**src/rtl/pla_pkg.sv**
```systemverilog
package pla_pkg;
   typedef enum logic [1:0] {
      FK_XP_AND = 2'd0,
      FK_XP_OR  = 2'd1,
      FK_STUCK  = 2'd2,
      FK_BRIDGE = 2'd3
   } fault_kind_e;

   typedef enum logic [1:0] {
      LC_INPUT = 2'd0,
      LC_INV   = 2'd1,
      LC_PROD  = 2'd2,
      LC_OUT   = 2'd3
   } line_cls_e;

   function automatic int max3(input int a, input int b, input int c);
      int m;
      m = (a > b) ? a : b;
      return (m > c) ? m : c;
   endfunction

   function automatic int sel_width(input int n_in, input int n_pt, input int n_out);
      int m;
      m = max3(2 * n_in, n_pt, n_out);
      return (m < 2) ? 1 : $clog2(m);
   endfunction
endpackage

```
**src/rtl/pla_plane_store.sv**
```systemverilog
module pla_plane_store #(
   parameter int N_IN  = 4,
   parameter int N_PT  = 8,
   parameter int N_OUT = 3,
   parameter int SEL_W = 3
) (
   input  logic                             clk,
   input  logic                             rst,
   input  logic                             we,
   input  logic                             plane,
   input  logic [SEL_W-1:0]                 row,
   input  logic [SEL_W-1:0]                 col,
   input  logic                             bitv,
   output logic [N_PT-1:0][2*N_IN-1:0]      and_mask,
   output logic [N_OUT-1:0][N_PT-1:0]       or_mask
);
   localparam int N_LIT = 2 * N_IN;

   always_ff @(posedge clk) begin
      if (rst) begin
         and_mask <= '0;
         or_mask  <= '0;
      end else if (we) begin
         for (int r = 0; r < N_PT; r++)
            for (int c = 0; c < N_LIT; c++)
               if (!plane && int'(row) == r && int'(col) == c)
                  and_mask[r][c] <= bitv;
         for (int r = 0; r < N_OUT; r++)
            for (int c = 0; c < N_PT; c++)
               if (plane && int'(row) == r && int'(col) == c)
                  or_mask[r][c] <= bitv;
      end
   end

   a_r1_planes_cleared : assert property (@(posedge clk) disable iff (rst)
      $fell(rst) |-> (and_mask == '0 && or_mask == '0));

   a_r2_and_write_lands : assert property (@(posedge clk) disable iff (rst)
      (we && !plane && int'(row) < N_PT && int'(col) < N_LIT)
      |=> (and_mask[$past(row)][$past(col)] == $past(bitv)));

   a_r2_or_write_lands : assert property (@(posedge clk) disable iff (rst)
      (we && plane && int'(row) < N_OUT && int'(col) < N_PT)
      |=> (or_mask[$past(row)][$past(col)] == $past(bitv)));
endmodule

```
**src/rtl/pla_fault_ctl.sv**
```systemverilog
module pla_fault_ctl
   import pla_pkg::*;
#(
   parameter int N_IN  = 4,
   parameter int N_PT  = 8,
   parameter int N_OUT = 3,
   parameter int SEL_W = 3
) (
   input  logic                        clk,
   input  logic                        rst,
   input  logic                        en,
   input  logic [1:0]                  kind,
   input  logic [1:0]                  cls,
   input  logic [SEL_W-1:0]            row,
   input  logic [SEL_W-1:0]            col,
   input  logic [SEL_W-1:0]            idx,
   input  logic                        val,
   input  logic [N_PT-1:0][2*N_IN-1:0] and_mask,
   input  logic [N_OUT-1:0][N_PT-1:0]  or_mask,
   output logic [N_PT-1:0][2*N_IN-1:0] and_mask_f,
   output logic [N_OUT-1:0][N_PT-1:0]  or_mask_f,
   output logic [N_IN-1:0]             in_sm,
   output logic [N_IN-1:0]             inv_sm,
   output logic [N_PT-1:0]             pt_sm,
   output logic [N_OUT-1:0]            out_sm,
   output logic                        stuck_val,
   output logic [N_IN-2:0]             in_br,
   output logic [N_IN-2:0]             inv_br,
   output logic [N_PT-2:0]             pt_br,
   output logic [N_OUT-2:0]            out_br,
   output logic                        br_or
);
   localparam int N_LIT = 2 * N_IN;

   fault_kind_e fk;
   line_cls_e   lc;
   logic        is_stuck, is_bridge;

   assign fk        = fault_kind_e'(kind);
   assign lc        = line_cls_e'(cls);
   assign is_stuck  = en && (fk == FK_STUCK);
   assign is_bridge = en && (fk == FK_BRIDGE);
   assign stuck_val = val;
   assign br_or     = val;

   always_comb begin
      and_mask_f = and_mask;
      or_mask_f  = or_mask;
      if (en && fk == FK_XP_AND) begin
         for (int r = 0; r < N_PT; r++)
            for (int c = 0; c < N_LIT; c++)
               if (int'(row) == r && int'(col) == c)
                  and_mask_f[r][c] = ~and_mask[r][c];
      end
      if (en && fk == FK_XP_OR) begin
         for (int r = 0; r < N_OUT; r++)
            for (int c = 0; c < N_PT; c++)
               if (int'(row) == r && int'(col) == c)
                  or_mask_f[r][c] = ~or_mask[r][c];
      end
   end

   always_comb begin
      in_sm  = '0;
      inv_sm = '0;
      pt_sm  = '0;
      out_sm = '0;
      for (int i = 0; i < N_IN; i++) begin
         if (is_stuck && lc == LC_INPUT && int'(idx) == i) in_sm[i]  = 1'b1;
         if (is_stuck && lc == LC_INV   && int'(idx) == i) inv_sm[i] = 1'b1;
      end
      for (int i = 0; i < N_PT; i++)
         if (is_stuck && lc == LC_PROD && int'(idx) == i) pt_sm[i] = 1'b1;
      for (int i = 0; i < N_OUT; i++)
         if (is_stuck && lc == LC_OUT && int'(idx) == i) out_sm[i] = 1'b1;
   end

   always_comb begin
      in_br  = '0;
      inv_br = '0;
      pt_br  = '0;
      out_br = '0;
      for (int i = 0; i < N_IN - 1; i++) begin
         if (is_bridge && lc == LC_INPUT && int'(idx) == i) in_br[i]  = 1'b1;
         if (is_bridge && lc == LC_INV   && int'(idx) == i) inv_br[i] = 1'b1;
      end
      for (int i = 0; i < N_PT - 1; i++)
         if (is_bridge && lc == LC_PROD && int'(idx) == i) pt_br[i] = 1'b1;
      for (int i = 0; i < N_OUT - 1; i++)
         if (is_bridge && lc == LC_OUT && int'(idx) == i) out_br[i] = 1'b1;
   end

   a_r3_masks_pass_when_off : assert property (@(posedge clk) disable iff (rst)
      !en |-> (and_mask_f == and_mask && or_mask_f == or_mask));

   a_r5_one_and_flip : assert property (@(posedge clk) disable iff (rst)
      $countones(and_mask_f ^ and_mask) <= 1);

   a_r7_one_or_flip : assert property (@(posedge clk) disable iff (rst)
      $countones(or_mask_f ^ or_mask) <= 1);

   a_r11_single_line_fault : assert property (@(posedge clk) disable iff (rst)
      $onehot0({in_br, inv_br, pt_br, out_br, in_sm, inv_sm, pt_sm, out_sm}));
endmodule

```
**src/rtl/pla_line_fault.sv**
```systemverilog
module pla_line_fault #(
   parameter int W = 4
) (
   input  logic [W-1:0] a,
   input  logic [W-1:0] sm,
   input  logic         sv,
   input  logic [W-2:0] br,
   input  logic         br_or,
   output logic [W-1:0] y
);
   logic [W-2:0] pair_v;

   for (genvar i = 0; i < W - 1; i++) begin : g_pair
      assign pair_v[i] = br_or ? (a[i] | a[i+1]) : (a[i] & a[i+1]);
   end

   for (genvar i = 0; i < W; i++) begin : g_line
      if (i == 0) begin : g_first
         assign y[i] = sm[i] ? sv : (br[i] ? pair_v[i] : a[i]);
      end else if (i == W - 1) begin : g_last
         assign y[i] = sm[i] ? sv : (br[i-1] ? pair_v[i-1] : a[i]);
      end else begin : g_mid
         assign y[i] = sm[i] ? sv :
                       br[i]   ? pair_v[i]   :
                       br[i-1] ? pair_v[i-1] : a[i];
      end
   end
endmodule

```
**src/rtl/pla_eval.sv**
```systemverilog
module pla_eval #(
   parameter int N_IN  = 4,
   parameter int N_PT  = 8,
   parameter int N_OUT = 3
) (
   input  logic [N_IN-1:0]             pi,
   input  logic [N_PT-1:0][2*N_IN-1:0] and_m,
   input  logic [N_OUT-1:0][N_PT-1:0]  or_m,
   input  logic [N_IN-1:0]             in_sm,
   input  logic [N_IN-1:0]             inv_sm,
   input  logic [N_PT-1:0]             pt_sm,
   input  logic [N_OUT-1:0]            out_sm,
   input  logic                        sv,
   input  logic [N_IN-2:0]             in_br,
   input  logic [N_IN-2:0]             inv_br,
   input  logic [N_PT-2:0]             pt_br,
   input  logic [N_OUT-2:0]            out_br,
   input  logic                        br_or,
   output logic [N_OUT-1:0]            y
);
   logic [N_IN-1:0]    true_l, comp_raw, comp_l;
   logic [2*N_IN-1:0]  lits;
   logic [N_PT-1:0]    pt_raw, pt_l;
   logic [N_OUT-1:0]   out_raw;

   pla_line_fault #(.W(N_IN)) u_in_lines (
      .a(pi), .sm(in_sm), .sv(sv), .br(in_br), .br_or(br_or), .y(true_l));

   assign comp_raw = ~true_l;

   pla_line_fault #(.W(N_IN)) u_inv_lines (
      .a(comp_raw), .sm(inv_sm), .sv(sv), .br(inv_br), .br_or(br_or), .y(comp_l));

   assign lits = {comp_l, true_l};

   for (genvar p = 0; p < N_PT; p++) begin : g_prod
      assign pt_raw[p] = &(lits | ~and_m[p]);
   end

   pla_line_fault #(.W(N_PT)) u_pt_lines (
      .a(pt_raw), .sm(pt_sm), .sv(sv), .br(pt_br), .br_or(br_or), .y(pt_l));

   for (genvar o = 0; o < N_OUT; o++) begin : g_sum
      assign out_raw[o] = |(pt_l & or_m[o]);
   end

   pla_line_fault #(.W(N_OUT)) u_out_lines (
      .a(out_raw), .sm(out_sm), .sv(sv), .br(out_br), .br_or(br_or), .y(y));
endmodule

```
**src/rtl/pla_fault_array.sv**
```systemverilog
module pla_fault_array
   import pla_pkg::*;
#(
   parameter  int N_IN  = 4,
   parameter  int N_PT  = 8,
   parameter  int N_OUT = 3,
   localparam int SEL_W = sel_width(N_IN, N_PT, N_OUT)
) (
   input  logic             clk,
   input  logic             rst,
   input  logic             cfg_we,
   input  logic             cfg_plane,
   input  logic [SEL_W-1:0] cfg_row,
   input  logic [SEL_W-1:0] cfg_col,
   input  logic             cfg_bit,
   input  logic [N_IN-1:0]  pi,
   input  logic             flt_en,
   input  logic [1:0]       flt_kind,
   input  logic [1:0]       flt_cls,
   input  logic [SEL_W-1:0] flt_row,
   input  logic [SEL_W-1:0] flt_col,
   input  logic [SEL_W-1:0] flt_idx,
   input  logic             flt_val,
   output logic [N_OUT-1:0] good_o,
   output logic [N_OUT-1:0] bad_o,
   output logic             diff_o,
   output logic [N_OUT-1:0] good_q,
   output logic [N_OUT-1:0] bad_q,
   output logic             diff_q
);
   if (N_IN < 2)  begin : g_chk_in  $error("N_IN must be at least 2");  end
   if (N_PT < 2)  begin : g_chk_pt  $error("N_PT must be at least 2");  end
   if (N_OUT < 2) begin : g_chk_out $error("N_OUT must be at least 2"); end

   logic [N_PT-1:0][2*N_IN-1:0] and_mask, and_mask_f;
   logic [N_OUT-1:0][N_PT-1:0]  or_mask, or_mask_f;
   logic [N_IN-1:0]  in_sm, inv_sm;
   logic [N_PT-1:0]  pt_sm;
   logic [N_OUT-1:0] out_sm;
   logic             stuck_val, br_or;
   logic [N_IN-2:0]  in_br, inv_br;
   logic [N_PT-2:0]  pt_br;
   logic [N_OUT-2:0] out_br;

   pla_plane_store #(.N_IN(N_IN), .N_PT(N_PT), .N_OUT(N_OUT), .SEL_W(SEL_W)) u_store (
      .clk(clk), .rst(rst), .we(cfg_we), .plane(cfg_plane), .row(cfg_row),
      .col(cfg_col), .bitv(cfg_bit), .and_mask(and_mask), .or_mask(or_mask));

   pla_fault_ctl #(.N_IN(N_IN), .N_PT(N_PT), .N_OUT(N_OUT), .SEL_W(SEL_W)) u_fctl (
      .clk(clk), .rst(rst), .en(flt_en), .kind(flt_kind), .cls(flt_cls),
      .row(flt_row), .col(flt_col), .idx(flt_idx), .val(flt_val),
      .and_mask(and_mask), .or_mask(or_mask),
      .and_mask_f(and_mask_f), .or_mask_f(or_mask_f),
      .in_sm(in_sm), .inv_sm(inv_sm), .pt_sm(pt_sm), .out_sm(out_sm),
      .stuck_val(stuck_val), .in_br(in_br), .inv_br(inv_br), .pt_br(pt_br),
      .out_br(out_br), .br_or(br_or));

   pla_eval #(.N_IN(N_IN), .N_PT(N_PT), .N_OUT(N_OUT)) u_ref_eval (
      .pi(pi), .and_m(and_mask), .or_m(or_mask),
      .in_sm('0), .inv_sm('0), .pt_sm('0), .out_sm('0), .sv(1'b0),
      .in_br('0), .inv_br('0), .pt_br('0), .out_br('0), .br_or(1'b0),
      .y(good_o));

   pla_eval #(.N_IN(N_IN), .N_PT(N_PT), .N_OUT(N_OUT)) u_flt_eval (
      .pi(pi), .and_m(and_mask_f), .or_m(or_mask_f),
      .in_sm(in_sm), .inv_sm(inv_sm), .pt_sm(pt_sm), .out_sm(out_sm), .sv(stuck_val),
      .in_br(in_br), .inv_br(inv_br), .pt_br(pt_br), .out_br(out_br), .br_or(br_or),
      .y(bad_o));

   assign diff_o = (good_o != bad_o);

   always_ff @(posedge clk) begin
      if (rst) begin
         good_q <= '0;
         bad_q  <= '0;
         diff_q <= 1'b0;
      end else begin
         good_q <= good_o;
         bad_q  <= bad_o;
         diff_q <= diff_o;
      end
   end

   a_r3_clean_when_disabled : assert property (@(posedge clk) disable iff (rst)
      !flt_en |-> (bad_o == good_o));

   a_r12_registered_flag : assert property (@(posedge clk) disable iff (rst)
      diff_q == (good_q != bad_q));

   a_r13_ref_ignores_fault : assert property (@(posedge clk) disable iff (rst)
      (!$past(cfg_we) && $stable(pi)) |-> $stable(good_o));
endmodule

```
**config.mk**
```make
export PLATFORM = sky130hd
export DESIGN_NAME = pla_fault_array
export DESIGN_NICKNAME = d
export VERILOG_FILES = /design/src/rtl/pla_pkg.sv /design/src/rtl/pla_plane_store.sv /design/src/rtl/pla_fault_ctl.sv /design/src/rtl/pla_line_fault.sv /design/src/rtl/pla_eval.sv /design/src/rtl/pla_fault_array.sv
export SDC_FILE = /design/constraint.sdc
export NUM_CORES = 1
export LEC_CHECK = 0
export ABC_AREA = 1
export ABC_CLOCK_PERIOD_IN_PS = 9000
export BUFFER_PORTS_ARGS = -buffer_cell sky130_fd_sc_hd__buf_2
export CORE_AREA = 2 2 175 177
export CTS_CLUSTER_SIZE = 24
export DETAILED_ROUTE_END_ITERATION = 10
export DIE_AREA = 0 0 177 179
export PLACE_DENSITY = 0.57
export SYNTH_ARGS = -nofsm -noshare
export SYNTH_HDL_FRONTEND = slang
export SYNTH_HIERARCHICAL = 1
export SYNTH_SLANG_ARGS = --single-unit
```
**constraint.sdc**
```tcl
create_clock -name clk -period 9 [get_ports clk]
set_input_delay 0.9 -clock clk [delete_from_list [all_inputs] [get_ports clk]]
set_output_delay 0.9 -clock clk [all_outputs]
set_load 0.1 [all_outputs]
```
After elaboration in Yosys (flattened, before gate mapping)
Index checks and enable logic that the tools add are counted.
{ "totals": {"out_inout_bits": 14, "regBits": 95, "in_bits": 30, "wordCells": 806} }
{ "op_classes": {"n_eq_ne": 42, "n_mux": 188, "bitwise": 158, "reduce_logical": 327} }
{ "op_table": {"columns": ["operator", "count"], "rows": [
  ["1-bit logical AND", 209],
  ["1-bit 2-to-1 mux", 186],
  ["2-bit AND reduction", 88],
  ["8-bit inverter", 16],
  ["8-bit bitwise OR", 16],
  ["8-bit AND reduction", 16],
  ["1-bit inverter", 88],
  ["64-bit 2-to-1 mux", 1],
  ["3-bit == test (second input constant)", 20],
  ["8-bit AND", 6],
  ["8-bit OR reduction", 6],
  ["3-bit by 2-bit == test with 1-bit output (second input constant)", 10],
  ["24-bit 2-to-1 mux", 1],
  ["1-bit AND", 15],
  ["3-bit by 1-bit == test with 1-bit output (second input constant)", 5],
  ["3-bit logical NOT", 5],
  ["1-bit bitwise OR", 15],
  ["2-bit == test (second input constant)", 4],
  ["4-bit inverter", 2],
  ["2-bit by 1-bit == test with 1-bit output (second input constant)", 2],
  ["2-bit logical NOT", 2],
  ["3-bit != test", 1],
  ["1-bit logical NOT", 1]
]} }

Depth between registers and ports, before layout
Gate-level depths: netlist (run 1).
{ "logic_depth": {"depth_word": 29, "mapped_depth": 45, "depth_no_buf": 45} }

By module
The synthesis (run 1) kept the hierarchy.
{ "modules_own_cells": {"columns": ["module", "area_per_inst_um2", "seq_area_each_um2", "cells_per_inst", "instances"], "rows": [
  ["pla_plane_store", 3935.0, 1761.7, 526, 1],
  ["pla_fault_ctl", 2414.8, 0.0, 510, 1],
  ["pla_eval", 769.5, 0.0, 205, 2],
  ["pla_line_fault (u_flt_eval.u_pt_lines ...)", 362.8, 0.0, 90, 2],
  ["pla_line_fault (u_flt_eval.u_in_lines ...)", 163.9, 0.0, 38, 4],
  ["pla_fault_array", 236.5, 140.1, 31, 1],
  ["pla_line_fault (u_flt_eval.u_out_lines ...)", 110.1, 0.0, 25, 2]
]} }

Least setup slack after synthesis (run 1)
No wires, ideal clock.
{ "synth_path": {"path_type": "input-to-output", "from": "in flt_kind[0]", "to": "out diff_o", "arrival_time_ns": 6.350, "stages": 39, "setup_slack_ns": 1.750, "path_buffers": 0, "path_cell_list": "inv_1 > nand2_1 > nor2_1 > nand3_1 > nor2_1 > inv_1 > nor2_1 > a21oi_2 > inv_2 > nor2_1 > nor2_2 > nand2_1 > nand2_1 > nand2_1 > a21oi_2 > inv_1 > nand2_1 > nand2_1 > (+3 left out) > nor2_1 > nor2_1 > nand2_1 > nand2_1 > nand2_1 > a21oi_1 > nand2_1 > nand2_1 > nor2_1 > nand2_1 > nor2_1 > nor2_1 > nand2_1 > a22oi_1 > inv_1 > nand2_1 > nand2_1 > nand3_1"} }
{ "synth_lines": {"columns": ["element", "line_no", "rtl"], "rows": [
  ["start: declaration", "pla_fault_array.sv:18", "input logic [1:0] flt_kind,"],
  ["2-bit == test (*)", "pla_fault_ctl.sv:41", "assign is_stuck = en && (fk == FK_STUCK);"],
  ["1-bit logical AND (*)", "pla_fault_ctl.sv:41", null],
  ["1-bit logical AND (*) (2 in a row)", "pla_fault_ctl.sv:69", "if (is_stuck && lc == LC_INPUT && int'(idx) == i) in_sm[i] = 1'b1;"],
  ["1-bit 2-to-1 mux (*)", "pla_fault_ctl.sv:69", null],
  ["net in_sm[2]", "pla_fault_array.sv:37", "logic [N_IN-1:0] in_sm, inv_sm;"],
  ["1-bit 2-to-1 mux (*)", "pla_line_fault.sv:23", "assign y[i] = sm[i] ? sv :"],
  ["net u_flt_eval.true_l[2]", "pla_eval.sv:21", "logic [N_IN-1:0] true_l, comp_raw, comp_l;"],
  ["4-bit inverter (*)", "pla_eval.sv:29", "assign comp_raw = ~true_l;"],
  ["net u_flt_eval.comp_raw[2]", "pla_eval.sv:21", null],
  ["(+5 left out)", null, null],
  ["net u_flt_eval.comp_l[2]", "pla_eval.sv:21", null],
  ["(+2 left out)", null, null],
  ["net u_flt_eval.pt_raw[5]", "pla_eval.sv:23", "logic [N_PT-1:0] pt_raw, pt_l;"],
  ["(+5 left out)", null, null],
  ["net u_flt_eval.pt_l[6]", "pla_eval.sv:23", null],
  ["8-bit AND (*)", "pla_eval.sv:44", "assign out_raw[o] = |(pt_l & or_m[o]);"],
  ["8-bit OR reduction (*)", "pla_eval.sv:44", null],
  ["net u_flt_eval.out_raw[2]", "pla_eval.sv:24", "logic [N_OUT-1:0] out_raw;"],
  ["1-bit AND or 1-bit bitwise OR (tied branches)", "pla_line_fault.sv:14", "assign pair_v[i] = br_or ? (a[i] | a[i+1]) : (a[i] & a[i+1]);"],
  ["1-bit 2-to-1 mux", "pla_line_fault.sv:14", null],
  ["1-bit 2-to-1 mux (*) (2 in a row)", "pla_line_fault.sv:21", "assign y[i] = sm[i] ? sv : (br[i-1] ? pair_v[i-1] : a[i]);"],
  ["net bad_o[2]", "pla_fault_array.sv:25", "output logic [N_OUT-1:0] bad_o,"],
  ["3-bit != test (*)", "pla_fault_array.sv:70", "assign diff_o = (good_o != bad_o);"],
  ["end: declaration", "pla_fault_array.sv:26", "output logic diff_o,"]
]} }
Mark *: on every way through the listed nets, which the timed path passes. The rest lies on a longest branch.

Worst setup path after layout (run 1)
{ "layout_path": {"from": "in flt_kind[0]", "to": "out diff_o"} }
{ "layout_lines": {"columns": ["element", "line_no"], "rows": [
  ["2-bit == test (*)", "pla_fault_ctl.sv:41"],
  ["1-bit logical AND (*)", "pla_fault_ctl.sv:41"],
  ["1-bit logical AND (*) (2 in a row)", "pla_fault_ctl.sv:69"],
  ["1-bit 2-to-1 mux (*)", "pla_fault_ctl.sv:69"],
  ["net in_sm[2]", "pla_fault_array.sv:37"],
  ["1-bit 2-to-1 mux (*)", "pla_line_fault.sv:23"],
  ["net u_flt_eval.true_l[2]", "pla_eval.sv:21"],
  ["4-bit inverter (*)", "pla_eval.sv:29"],
  ["net u_flt_eval.comp_raw[2]", "pla_eval.sv:21"],
  ["(+5 left out)", null],
  ["net u_flt_eval.comp_l[2]", "pla_eval.sv:21"],
  ["(+2 left out)", null],
  ["net u_flt_eval.pt_raw[5]", "pla_eval.sv:23"],
  ["(+5 left out)", null],
  ["net u_flt_eval.pt_l[6]", "pla_eval.sv:23"],
  ["8-bit AND (*)", "pla_eval.sv:44"],
  ["8-bit OR reduction (*)", "pla_eval.sv:44"],
  ["net u_flt_eval.out_raw[2]", "pla_eval.sv:24"],
  ["1-bit AND or 1-bit bitwise OR (tied branches)", "pla_line_fault.sv:14"],
  ["1-bit 2-to-1 mux", "pla_line_fault.sv:14"],
  ["1-bit 2-to-1 mux (on tied branches)", "pla_line_fault.sv:24, pla_line_fault.sv:21"],
  ["1-bit 2-to-1 mux (on tied branches)", "pla_line_fault.sv:23, pla_line_fault.sv:21"],
  ["3-bit != test (*)", "pla_fault_array.sv:70"]
]} }
Marks and branches as above.

==> impl_summary.md, run 1 <==
Run status
The flow ran to the end, and the final reports show no timing, DRC or antenna violations.

Die
In this run the horizontal extent of the chip is 177 um. The initial utilization of the core area, before any placement, comes to 32.4%. The region available for standard cell placement spans around 30000 um^2. The die covers 31700 um^2. Row generation in the floorplan step produced 64 rows. 44 I/O pins were placed. The height of the die is approximately 180 um.

STA
The max-slew violation count is 0. The actual transition at the worst max-transition pin is 1.22 ns. The shortest clock period the worst path allows after layout is ~6.5 ns. Of the available clock period, the critical path in the final layout requires ~72%. In the final timing run, aggregate negative setup slack is 0 ns. For this run, the top clock speed supported by timing is 154 MHz. The hold violation count in the final report came to 0. The clock tree skew after final layout is around 0.0064 ns.

Headroom to the max-slew limit came out at a little under a fifth. Setup violations remaining at the end of the flow were counted as 0. Setup repair after global routing left no endpoint under its margin. The worst hold margin is 0.539 ns.

Clock network
Counting every sink on the clock net gives 95. The clock input transition at the sequential cells of the worst setup and hold paths is roughly 0.060 ns. The clock root buffer master is clkbuf_16. The count of H-tree levels built during CTS is 3. The count of instances resized after the clock tree is built is 0. The maximum clock insertion buffer count is 2. The number of clock buffers inserted by TritonCTS is 9.

The count of buffers added by post-CTS timing repair for setup is 0. The CTS tree is done. The hold buffer count at CTS is 0. The later pin in the worst-skew pair is clocked with a latency of 0.35 ns.

Critical path
The endpoint required time on the critical path is 8.10 ns. The largest single stage delay on the critical path is between 0.4 and 0.5 ns. The number of cells on the worst reg-to-reg path is 26. Among the stages of the critical path, the cell type that occurs most often is nand2_1.

The setup check on the worst reg-to-reg path leaves a slack of 5.71 ns. The cell type of the slowest stage on the worst timing path is buf_2. The setup path with the least slack is of type in2out. STA puts the critical path data arrival time at roughly 5.6 ns.

The destination of the worst register-to-register timing path is diff_q. STA classifies the critical path startpoint as an input port. In this run the critical register-to-register path is launched from u_store/and_mask[41].

The start point of the critical path is flt_kind[0]. STA classifies the critical path endpoint as a primary output. The top fanout value on the critical path is 13.

Synth
The commonest cells after synthesis are nand2_1 (745), nor2_1 (258), inv_1 (194), a21oi_1 (140), nand3_1 (140). After synthesis, the cell types taking the most area are nand2_1 (29%), dfxtp_1 (20%), nor2_1 (10%), inv_1 (7.5%), a21oi_1 (7.2%). The register area share after synthesis is about a fifth.

In this run the mean area of a mapped cell was 5.23 um^2. Synthesis produced a netlist whose cell count is 1859. Yosys printed 6 warnings. The area of the mapped netlist is 9730 um^2.

For this run, asynchronously set or reset flops after synthesis account for 0%. The synthesized design spends more area on one cell type than any other, namely nand2_1. Counting flops with a built-in enable in the synthesized netlist gives 0. The flip-flop cell with the highest count after synthesis is dfxtp_1.

The most frequent cell after synthesis is nand2_1. After synthesis, the netlist uses 28 different library cells. In this run the biggest area consumer among cell types represents 28.7% of the synthesized area. The number of register bits inferred by synthesis is 95.

Final layout
The number of antenna diodes in the final layout is 0. After the last flow step, the layout net total stands at about 2000. Cells with a size suffix above 1 make up roughly 7.2% of the layout. Compared with the post-synthesis result, the final layout area differs by 10.3%.

Place
The number of I/O port buffers is between 40 and 50. The placer congestion estimate is around 0.94. The HPWL after detailed placement is 25600 um.

Detailed routing
The highest metal layer with signal wires is met4. The number of design-rule violations left by the first detailed-router iteration is between 1000 and 1500. In this run the remaining antenna-violating nets after routing total 0. After detailed routing, the number of vias per cell comes to around 4.7.

The number of iterations in the first detailed-routing pass is 5. For this block, wires on met1 add up to ~16000 um. In the routed design, unresolved DRC markers number 0. The met2 wirelength from detailed routing is about 14000 um. Summed over all nets, wire length on met3 after detailed routing comes to 2330 um. After detailed routing, the average wire length per cell comes to roughly 14 um.

After detailed routing, the total wire length is ~33000 um. The final route contains roughly 11000 vias.

Run
The number of violations of the max-capacitance limit is 0.

GRT
The first-pass GRT wire length is ~52000 um. The overall global routing resource usage is 21.2%. The leftover overflow at the end of global routing is 0. The number of global-route vias before repair is ~9500. The pin count of the biggest net entering global routing is 89. The initial antenna violation count was 0.

Hold path
The worst hold path begins at u_store/and_mask[19]. The worst min-delay path endpoint is u_store/and_mask[19]. The type of the most critical hold path is reg2reg. The worst hold path passes through 2 cells.

Pwr
Dividing total power by cell area gives a power density of 100 nW/um^2. The analysis attributes to cell leakage a power of around 0.0055 uW. The maximum vdd drop is approximately 0.083 mV.
-- per-stage QoR --
| step | util (%) | setup slack (ns) | cell area (um^2) | total power [uW] | cells |
|---|---|---|---|---|---|
| after CTS | 35.7 | 2.45 | 10700 | 1080 | 2341 |
| after global routing | 35.7 | 1.67 | 10700 | 1120 | 2341 |
| after floorplan | - | 1.75 | 10000 | 601 | 1937 |
| after detailed placement | 34.6 | 2.48 | 10400 | 653 | 2325 |
| final | 35.7 | 2.51 | 10700 | 1080 | 2341 |
| after global placement | 34.6 | 2.54 | 10400 | 652 | 2325 |
-- layout by cell type, fill, tap and decap left out --
cell type / count
clkinv_4: 1
clkinv_1: 22
nor3_2: 2
a21oi_1: 140
nor2_8: 3
clkbuf_16: 9
inv_1: 194
o21ai_0: 45
nand2_4: 6
nand3_2: 4
buf_2: 43
a22oi_1: 16
nor2_4: 11
xnor2_1: 1
clkbuf_1: 1
nor2_1: 258
conb_1: 79
nand2_2: 1
dfxtp_1: 95
nand2_1: 745
nand4_1: 2
inv_2: 21
a21oi_2: 8
buf_4: 13
bufinv_16: 2
nor2_2: 14
clkbuf_8: 1
nand3_1: 140
nand3b_1: 66
inv_6: 2
-- sequential cells by signal, summed over array words and instances, names as in the netlist --
name	flops
diff_q	1
u_store/or_mask	24
u_store/and_mask	64
good_q	3
bad_q	3
-- worst max-delay path: cells and delay by family --
| family | cells | cell delay, ns |
|---|---|---|
| simple gates | 26 | 2.73 |
| buf+inv | 8 | 1.16 |
| compound gates | 5 | 0.79 |
-- worst max-delay path by stage --
stage	end	slack, ns
after floorplan	diff_o	1.75
final	diff_o	2.51
after detailed placement	diff_o	2.48
after CTS	diff_o	2.45
after global placement	diff_o	2.54
after global routing	diff_o	1.67
-- report_power, final --
| part | switching (uW) | leakage (uW) | internal (uW) |
|---|---|---|---|
| sequential | 2.70 | 0.000766 | 423 |
| clock | 177 | 0.000161 | 254 |
| combinational | 171 | 0.00454 | 49.2 |
-- cell type report --
| cell class | count | area [um^2] |
|---|---|---|
| Inverter | 237 | 890 |
| Clock buffer | 11 | 243 |
| Timing Repair Buffer | 56 | 313 |
| Sequential cell | 95 | 1900 |
| Multi-Input combinational cell | 1541 | 6800 |
| Tap cell | 396 | 495 |
| Clock inverter | 5 | 86.3 |
| Fill cell | 3394 | 19300 |
-- cell families (layout without fill, tap and decap cells) --
logic type	count (synthesis)	after routing	share of synthesized area, %
flops	95	95	19.6
simple gates	1252	1252	55.3
buf+inv	301	309	13.5
xor+xnor	1	1	0.0901
compound gates	209	209	11.5
other cells	1	79	0.0386
-- routing by layer --
| metal | track usage [%] | vias up |
|---|---|---|
| met5 | 0 | - |
| met4 | 6.47 | 0 |
| met3 | 3.07 | 43 |
| met2 | 33.0 | 347 |
| met1 | 29.9 | 4866 |
| li1 | - | 5829 |
Note: power is estimated with default switching activity, not from simulation.
==> run 2: changes to the inputs <==
Settings changed: ABC_CLOCK_PERIOD_IN_PS 9000 to 6400.
Clock period 9 ns to 6.4 ns, I/O delays scaled along.
==> run 2 against run 1 <==
Against the previous run: sequential power up 41%; count of clock-buffer cells in the layout down 2; global-route usage down 0.30 points; sequential cell count unchanged; via count up 0.16%; highest routed layer unchanged; clock skew up 0.0035 ns; die area unchanged; final area up 0.89%; register-to-register slack worse by 2.3 ns; worst setup slack worse by 1.8 ns.
==> impl_summary.md, run 2 (synthesis gave the netlist of run 1 again) <==
Run status
The flow ran to the end, and the final reports show no timing, DRC or antenna violations.

Detailed routing
The final routed wirelength across all metal layers came to 32900 um (-1.3%). The number of iterations in the first detailed-routing pass came to 5 (unchanged). The post-detailed-route DRC marker count is 0 (unchanged). The total number of vias is 11100 (+0.16%). The final routed wire length divided by cell count is 14.0 um (-1.5%). The antenna violation net count after detailed routing is 0 (unchanged). The number of design-rule violations left by the first detailed-router iteration was 1184 (+1.0%). The via density per instance is 4.73 (about the same).

Run
The number of violations of the max-capacitance limit is 0 (unchanged).

Clock network
The count of instances resized after the clock tree is built is 0 (unchanged). The count of buffers added by post-CTS timing repair for setup is 0 (unchanged). The number of clock buffers inserted by TritonCTS is 9 (unchanged). The number of clock sinks is 95 (unchanged).

The clock root buffer master is clkbuf_16. The clock network latency to the later pin of the worst-skew pair is 0.35 ns (about the same). The count of H-tree levels built during CTS is 3 (unchanged). TritonCTS built the clock tree. The hold buffer count at CTS is 0 (unchanged).

The clock input transition at the sequential cells of the worst setup and hold paths is 0.07 ns (about the same). The maximum clock insertion buffer count was 2 (unchanged).

Final layout
The share of final-layout standard cells stronger than drive strength 1 is 7.94% (+0.70 points). The total inserted antenna cells is 0 (unchanged). The largest registers in the layout are u_store/and_mask x64, u_store/or_mask x24. The area used by sequential logic in the layout is 1900 um^2 (unchanged). The final layout net count is 1976 (+0.30%). The most common library cell in the layout ignoring fill and taps is nand2_1. The top cell types in the final layout, fill and taps aside, are nand2_1 (745), nor2_1 (254), inv_1 (194). The number of flip-flops under the largest register name is 64 (unchanged).

The relative area change from synthesis to final layout is 11.3%. The area taken by multi-input logic gates is 6820 um^2 (+0.35%). The filler cell count was 3407 (+0.38%). The post-route core utilization is 36.0% (+0.32 points).

Ranked by flip-flop count, first place goes to u_store/and_mask.

Pwr
The total power divided by cell area was 143 nW/um^2 (+43%). The net switching power is 499 uW (+42%). The switching share of total power was 32.1% (-0.47 points). The maximum vdd drop is 0.116 mV (+40%). The clock network fraction of design power was 41.3% (+1.3 points). The combinational fraction of design power came to 20.2% (-0.2 points). The sequential fraction of design power is 38.6% (-0.9 points). The leakage power figure is 0.00551 uW (+0.70%). The internal power came to 1050 uW (+45%).

STA
The worst-case setup margin in the final layout is 0.698 ns (-1.81 ns). The hold violation count in the final report was 0 (unchanged). The max-slew headroom at the worst pin is 34.1% (+16 points). The worst path in the final design needs a cycle of between 5 and 6 ns, including I/O delays and setup.

For this run, the top clock speed supported by timing is between 150 and 200 MHz. The actual transition at the worst max-transition pin is 0.988 ns (-0.234 ns). The setup total negative slack is 0 ns (unchanged).

The number of endpoints failing setup at the final stage is 0 (unchanged). Setup repair after global routing left no endpoint under its margin. The worst hold margin came to 0.529 ns (-0.0101 ns). The share of the clock period used by the worst path is 89.1%. The clock tree skew after final layout is 0.00994 ns (+0.00352 ns).

The max-slew violation count came to 0 (unchanged).

GRT
The number of global-route vias before repair was 9458 (-0.053%). The first-pass GRT wire length is 51600 um (-1.4%). The pin count of the biggest net entering global routing is 89 (unchanged). The overall global routing resource usage is 20.9% (-0.30 points). The leftover overflow at the end of global routing is 0 (unchanged).

The initial antenna violation count is 0 (unchanged).

Place
The detailed-placement wirelength estimate is 25500 um (-0.47%). The number of I/O port buffers is 43 (unchanged). The placer congestion estimate is 0.928 (-1.5%).

The setup slack at placement was 0.426 ns (-2.05 ns).

Critical path
The endpoint required time on the critical path is 5.76 ns (-2.34 ns). STA classifies the critical path endpoint as a primary output. The sum of buffers and inverters on the critical path is 8 (unchanged).

The cell seen most often among critical-path stages is nand2_1. The endpoint arrival time on the critical path is 5.06 ns (-0.53 ns). The highest cell delay on the worst timing path is 0.33 ns (-0.10 ns). The type of the worst setup path is in2out. For this design, the slowest cell found on the critical path is clkbuf_4. Among cell families on the critical path, the largest total delay comes from simple AND/OR/NAND/NOR gates. The element type at the critical path start is an input port. The top fanout value on the critical path was 13 (unchanged).

Die
The number of cell rows is 64 (unchanged). The height of the die is 179 um (unchanged). The initial cell density of the core was 32.4% (unchanged).

The die width came to 177 um (unchanged). The total die area is 31700 um^2 (unchanged). The placeable core area is 30000 um^2 (unchanged). The count of boundary I/O pins is 44 (unchanged).

Hold path
The type of the most critical hold path is reg2reg.
[run 2: cell count changes in the layout (fill, tap and decap cells not counted), sizes merged]
cell,before,now
buf,56,61
bufinv,2,3
clkbuf,11,10
clkinv,23,22
clkinvlp,0,2
[run 2: power groups by stage]
stage                     clock [uW]  sequential, uW  combinational, uW
after floorplan                    0             627                218
final                            641             599                313
after CTS                        654             599                307
after global placement             0             612                306
after global routing             672             599                347
after detailed placement           0             612                307
[run 2: layout make-up]
class,instances,share of cell area (%)
multi-input combinational,1541,63.0
sequential,95,17.6
inverter,237,8.22
tap,396,4.58
timing repair buffer,62,3.33
clock buffer,9,2.08
clock inverter,7,1.18
[run 2: through the flow]
step	total power [uW]	cells	area (um^2)
after global placement	918	2331	10500
after floorplan	846	1937	10000
after global routing	1620	2347	10800
after CTS	1560	2347	10800
final	1550	2347	10800
after detailed placement	919	2331	10500
[run 2: path summary, 6_finish.rpt]
check,start,to,slack (ns),cells past startpoint
setup / recovery,flt_kind[0],diff_o,0.70,41
hold reg to reg,u_store/and_mask[16],u_store/and_mask[16],0.53,2
setup reg to reg,u_store/and_mask[63],diff_q,3.38,26
hold / removal,u_store/and_mask[16],u_store/and_mask[16],0.53,2
[run 2: per-layer routing]
layer	vias to the layer above	routed length, um	part of all wire (%)	GRT usage (%)
met4	0	994	3.0	7.78
li1	5860	-	-	-
met1	4804	15500	47	29.9
met2	391	13900	42	31.5
met3	48	2490	7.6	2.76
met5	-	0	0	0
[run 2: worst min-delay path, cell delays in order (launching register included)]
cell and delay (ns):
dfxtp_1 0.33, a21oi_1 0.11, nor2_1 0.05
